==> src/rtl/txring_gather.sv <==
module txring_gather #(
  parameter int ADDR_W = 32,
  parameter int PTR_W = 6,
  parameter logic [ADDR_W-1:0] RING_BASE = '0
) (
  input  logic              clk,
  input  logic              rst,
  input  logic              tx_en,
  input  logic [PTR_W-1:0]  wptr,
  output logic [PTR_W-1:0]  rptr,
  output logic              mem_req,
  output logic              mem_we,
  output logic [ADDR_W-1:0] mem_addr,
  output logic [63:0]       mem_wdata,
  input  logic              mem_ack,
  input  logic [63:0]       mem_rdata,
  output logic              mac_valid,
  output logic [7:0]        mac_data,
  output logic              mac_last,
  input  logic              mac_ready,
  input  logic              mac_done,
  input  logic              mac_ok,
  input  logic [3:0]        mac_retries,
  input  logic [4:0]        mac_abort,
  output logic              evt_pkt_sent,
  output logic              evt_ring_empty,
  output logic              evt_abort
);
  localparam int SLOT_SHIFT = 7;

  typedef enum logic [2:0] {S_IDLE, S_HDR, S_PTR, S_SEND, S_WAIT, S_WB} st_t;
  st_t st;

  logic [2:0]        cat_pend;
  logic [1:0]        cat_k;
  logic [ADDR_W-1:0] cur;
  logic [16:0]       rem;
  logic [63:0]       wbuf;
  logic              wvld;
  logic [15:0]       sent;
  logic [63:0]       status;
  logic              hdr_irq, hdr_term, abort_hit, halted;

  logic [ADDR_W-1:0] slot;
  logic [1:0]        nxt_k;
  logic              xfer;

  assign slot  = RING_BASE + ADDR_W'({rptr, {SLOT_SHIFT{1'b0}}});
  assign nxt_k = cat_pend[0] ? 2'd0 : (cat_pend[1] ? 2'd1 : 2'd2);

  assign mem_req   = (st == S_HDR) || (st == S_PTR) || (st == S_WB) || (st == S_SEND && !wvld);
  assign mem_we    = (st == S_WB);
  assign mem_wdata = status;
  always_comb begin
    case (st)
      S_HDR:   mem_addr = slot;
      S_PTR:   mem_addr = slot + ADDR_W'(8 * (int'(cat_k) + 1));
      S_SEND:  mem_addr = {cur[ADDR_W-1:3], 3'b000};
      S_WB:    mem_addr = slot;
      default: mem_addr = '0;
    endcase
  end

  assign mac_valid = (st == S_SEND) && wvld;
  assign mac_data  = wbuf[8*cur[2:0] +: 8];
  assign mac_last  = (rem == 17'd1) && (cat_pend == 3'b000);
  assign xfer      = mac_valid && mac_ready;

  always_ff @(posedge clk) begin
    if (rst) begin
      st <= S_IDLE;
      rptr <= '0;
      cat_pend <= '0;
      cat_k <= '0;
      cur <= '0;
      rem <= '0;
      wbuf <= '0;
      wvld <= 1'b0;
      sent <= '0;
      status <= '0;
      hdr_irq <= 1'b0;
      hdr_term <= 1'b0;
      abort_hit <= 1'b0;
      halted <= 1'b0;
      evt_pkt_sent <= 1'b0;
      evt_ring_empty <= 1'b0;
      evt_abort <= 1'b0;
    end else begin
      evt_pkt_sent <= 1'b0;
      evt_ring_empty <= 1'b0;
      evt_abort <= 1'b0;
      case (st)
        S_IDLE: begin
          if (!tx_en) halted <= 1'b0;
          if (tx_en && !halted && rptr != wptr) st <= S_HDR;
        end
        S_HDR: if (mem_ack) begin
          cur <= slot + ADDR_W'(8) + ADDR_W'(mem_rdata[22:16]);
          rem <= 17'(mem_rdata[15:0]) + 17'd1;
          hdr_irq <= mem_rdata[23];
          hdr_term <= mem_rdata[24];
          cat_pend <= mem_rdata[27:25];
          sent <= '0;
          wvld <= 1'b0;
          st <= S_SEND;
        end
        S_PTR: if (mem_ack) begin
          cur <= ADDR_W'(mem_rdata[44:16]);
          rem <= 17'(mem_rdata[15:0]) + 17'd1;
          cat_pend <= cat_pend & ~(3'b001 << cat_k);
          wvld <= 1'b0;
          st <= S_SEND;
        end
        S_SEND: begin
          if (!wvld && mem_ack) begin
            wbuf <= mem_rdata;
            wvld <= 1'b1;
          end
          if (xfer) begin
            cur <= cur + ADDR_W'(1);
            rem <= rem - 17'd1;
            sent <= sent + 16'd1;
            if (cur[2:0] == 3'd7 || rem == 17'd1) wvld <= 1'b0;
            if (rem == 17'd1) begin
              if (cat_pend != 3'b000) begin
                cat_k <= nxt_k;
                st <= S_PTR;
              end else begin
                st <= S_WAIT;
              end
            end
          end
        end
        S_WAIT: if (mac_done) begin
          status <= {1'b1, 37'd0, mac_abort, mac_ok, mac_retries, sent};
          abort_hit <= |mac_abort;
          st <= S_WB;
        end
        S_WB: if (mem_ack) begin
          rptr <= rptr + PTR_W'(1);
          evt_pkt_sent <= hdr_irq;
          evt_ring_empty <= (rptr + PTR_W'(1)) == wptr;
          if (hdr_term && abort_hit) begin
            evt_abort <= 1'b1;
            halted <= 1'b1;
          end
          st <= S_IDLE;
        end
        default: st <= S_IDLE;
      endcase
    end
  end


  req_hold_chk: assert property (@(posedge clk) disable iff (rst)
    mem_req && !mem_ack |=> mem_req && $stable(mem_addr) && $stable(mem_we) && $stable(mem_wdata));


  byte_hold_chk: assert property (@(posedge clk) disable iff (rst)
    mac_valid && !mac_ready |=> mac_valid && $stable(mac_data) && $stable(mac_last));


  ptr_after_wb_chk: assert property (@(posedge clk) disable iff (rst)
    rptr != $past(rptr) |-> $past(mem_req && mem_we && mem_ack));


  sent_evt_chk: assert property (@(posedge clk) disable iff (rst)
    evt_pkt_sent |-> rptr != $past(rptr));


  halt_quiet_chk: assert property (@(posedge clk) disable iff (rst)
    evt_abort |=> !mem_req);


  wb_done_bit_chk: assert property (@(posedge clk) disable iff (rst)
    mem_req && mem_we |-> mem_wdata[63]);
endmodule

==> config.mk <==
export PLATFORM = sky130hd
export DESIGN_NAME = txring_gather
export DESIGN_NICKNAME = d
export VERILOG_FILES = /design/src/rtl/txring_gather.sv
export SDC_FILE = /design/constraint.sdc
export NUM_CORES = 1
export LEC_CHECK = 0
export BUFFER_PORTS_ARGS = -buffer_cell sky130_fd_sc_hd__buf_2
export CORE_ASPECT_RATIO = 0.7
export CORE_MARGIN = 1.5
export CORE_UTILIZATION = 40
export CTS_BUF_LIST = sky130_fd_sc_hd__clkbuf_4 sky130_fd_sc_hd__clkbuf_8
export CTS_CLUSTER_DIAMETER = 120
export DETAILED_ROUTE_END_ITERATION = 16
export GPL_TIMING_DRIVEN = 0
export PLACE_DENSITY = 0.66
export SYNTH_ARGS = -nofsm -noshare
export SYNTH_HDL_FRONTEND = slang
export SYNTH_SLANG_ARGS = --single-unit
==> constraint.sdc <==
create_clock -name clk -period 3.7 [get_ports clk]
set_input_delay 0.74 -clock clk [delete_from_list [all_inputs] [get_ports clk]]
set_output_delay 0.74 -clock clk [all_outputs]
set_load 0.1 [all_outputs]
==> metrics.md <==
| Metric | Value |
|---|---|
| Layout cells sized above 1 | 0.1965 |
| Final-stage net count | around 1,500 |
| Detail Placement HPWL | 24,710 µm |
| CTS H-tree lvls | 4 |
| Pin count of the biggest net entering global routing | 17 |
| Seq cells post-synth | 178 |
| YS warnings | 0 |
| Fill cells | 2,373 |
| Synth area leader | dfxtp_1 |
| Die height | 132.4 µm |
| DRT Wirelength | between 30,000 and 40,000 µm |
| Power Total | 4.851 mW |
| Fin crit period | ~3600 ps |
| Commonest non-fill, non-tap cell in the layout | nand2_1 |
| Routed via count | between 9,000 and 10,000 |
| Core area | 0.02358 mm² |
| Leakage power | 4.270 nW |
| Full die area | roughly 0.025 mm² |
| Post-Layout Cell Count | 1,758 |
| Total CTS buffers | 17 |
| RSZ-0062 raised after global routing | no |
| Starting Density | 0.4058 |
| Multi-input logic area | 0.005429 mm² |
| Post-synth top flop | dfxtp_1 |
| Dpl ws | -10.47 ps |
| DP Area | 0.01092 mm² |
| Pre-antenna DRT Iters | 5 |
| Post-layout instance area | 0.01134 mm² |
| Period utilisation layout | 0.9731 |
| Worst VDD drop | 0.3940 mV |
| ANT cells | 0 |
| Final clock skew | 19.16 ps |
| Switching Fraction | 0.3866 |
| Status | completed |
| PortBufs | 162 |
| Post-synth EDFFs | 0 |
| DP Cell Count | 1,726 |
| Worst-path cell chain | buf_6 > or4_4 > or3_4 > nor3_4 > and3b_1 > buf_4 |
| Worst path max stage delay | roughly 560 ps |
| Post-synthesis sequential area ratio | 0.3724 |
| Rows | 47 |
| DRT iter0 DRCs | 887 |
| Worst path slowest cell | or4_4 |
| Sw Pwr | 1.875 mW |
| Setup violators final | 0 |
| Vias in the first global route | approximately 8,800 |
| Root buf cell | clkbuf_8 |
| Final setup margin | 99.45 ps |
| Post-route ant nets | 0 |
| Final Hold Viols | 0 |
| Final max-slew violation count | 0 |
| Int Pwr | 2.976 mW |
| Avg Synthesized Cell Area | 7.928 µm² |
| Mapped Cells | 1,207 |
| First-pass GRT wire length | 49,690 µm |
| Flop pwr share | 0.435 |
| RePlAce Congestion | 0.9348 |
| Synth-to-Final Area Change | 18.48% |
| Max Freq | about 280 MHz |
| Clk sink count | 178 |
| Io pins | approximately 200 |
| Min-delay worst type | flop to flop |
| Max Cap Violations | 0 |
| Post-CTS setup buffer count | 0 |
| Post-synth top area share | 0.3724 |
| Clock share of power | 0.282 |
| CTS tree | built |
| Critical path launch point type | flop |
| Max FO, Critical Path | 9 |
| Most frequent cells in the layout | 259 x nand2_1, 178 x dfxtp_1, 161 x buf_2 |
| Total GRT Usage | 0.2576 |
| Worst setup EP type | output port |
| Synthesized area | 0.009569 mm² |
| Gate power share | 0.283 |
| Worst Path Class, Setup | flop to output port |
| Required time of the critical path | ~3000 ps |
| Grt total ovfl | 0 |
| Initial antenna violation count | 2 |
| Seq. cell area | ~0.0036 mm² |
| Drt via density | 5.547 |
| DRC violations left | 0 |
| FFs w/ async S/R, synth | 0 |
| Synth cell types | 71 |
| Clock Latency Late Sink | slightly below 500 ps |
| Cells taking the most area after synthesis | dfxtp_1 37%, nand2_1 10%, a21oi_1 7.0% |
| Max clock buf depth | 2 |
| Pwr/cell area | 427.9 mW/mm² |
| Wire per inst | 18.48 µm |
| Clk pin slew, worst setup/hold paths | around 90 ps |
| Actual transition at the worst max-transition pin | 906.1 ps |
| Worst Path Arrival | 2860 ps |
| Slew headroom | 0.3959 |
| Chip width | 187.9 µm |
## logic make-up after synthesis
logic type | count (synthesis) | share of synthesized area
other cells | 1 | 0.0003919
simple gates | 493 | 0.2399
flops | 178 | 0.3724
buf+inv | 141 | 0.07623
mux | 37 | 0.06080
fa+ha+maj | 12 | 0.01569
compound gates | 283 | 0.1778
xor+xnor | 62 | 0.05675
## power groups by stage
stage	registers [mW]	logic, mW	clock network [mW]
6_report	2.11	1.37	1.37
4_1_cts	2.11	1.34	1.38
3_5_place_dp	2.15	1.32	0
3_3_place_gp	2.15	1.31	0
5_1_grt	2.12	1.46	1.45
2_1_floorplan	2.12	0.981	0
## path summary, 6_finish.rpt
check | from | end | slack [ps] | cells after the start
max | rem[11] | mac_last | 100 | 6
min | wbuf[49] | wbuf[49] | 460 | 2
max reg2reg | wvld | cur[18] | 600 | 7
min reg2reg | wbuf[49] | wbuf[49] | 460 | 2
## worst max-delay path: cells and delay by family (launching register included)
kind,cells,cell delay (ps)
AND/OR/NAND/NOR,4,1610
flip-flops,1,320
buffers and inverters,2,440
## cell usage after synthesis, types with 4 or more instances
cell type and n:
a2111oi_0 6, a211oi_1 8, a21oi_1 133, a221oi_1 7, a22oi_1 16, a31oi_1 11
and2_1 20, and3_1 14, and4_1 10, buf_4 41, clkbuf_1 70, dfxtp_1 178
ha_1 12, inv_1 20, mux2_2 9, mux2i_1 12, mux4_2 16, nand2_1 259
nand2b_1 4, nand3_1 39, nand4_1 15, nor2_1 59, nor3_1 25, nor4_1 15
o211ai_1 6, o21ai_0 49, o22ai_1 11, o31ai_1 8, or3_1 8, or4_1 6
xnor2_1 30, xor2_1 32
## stage by stage
stage               setup TNS (ps)    util  hold slack [ps]
detailed placement          -10.47  0.4633            445.6
global placement                 0  0.4633            439.7
CTS                              0  0.4802            459.9
floorplan                        0       -            433.1
global route                     0  0.4808            462.3
finish                           0  0.4808            456.8
## what timing repair did
item	CTS	global route
setup endpoints to repair	17	17
gates resized for setup	7	6
cloned	0	0
hold buffers	0	0
## registers in the layout, summed over array words and instances, names as in the netlist, 3 cells and up
name,cells
sent,16
cat_pend,3
st,3
wbuf,64
rptr,6
mem_wdata,27
cur,32
rem,17
## layer usage
metal	GRT usage	wire length [µm]
met5	0	21
met1	0.3819	15210
met3	0.05483	3104
met4	0.08622	877
met2	0.3669	13280
## layout make-up
class	instances	area share
multi-input cells	927	0.4789
flip-flops and latches	178	0.3143
repair buffers	162	0.07229
clock buffers	20	0.02318
plain buffers	120	0.05871
inverters	21	0.006953
well taps	318	0.03510
clock inverters	12	0.01059
Power figures use the tool's default switching activity.
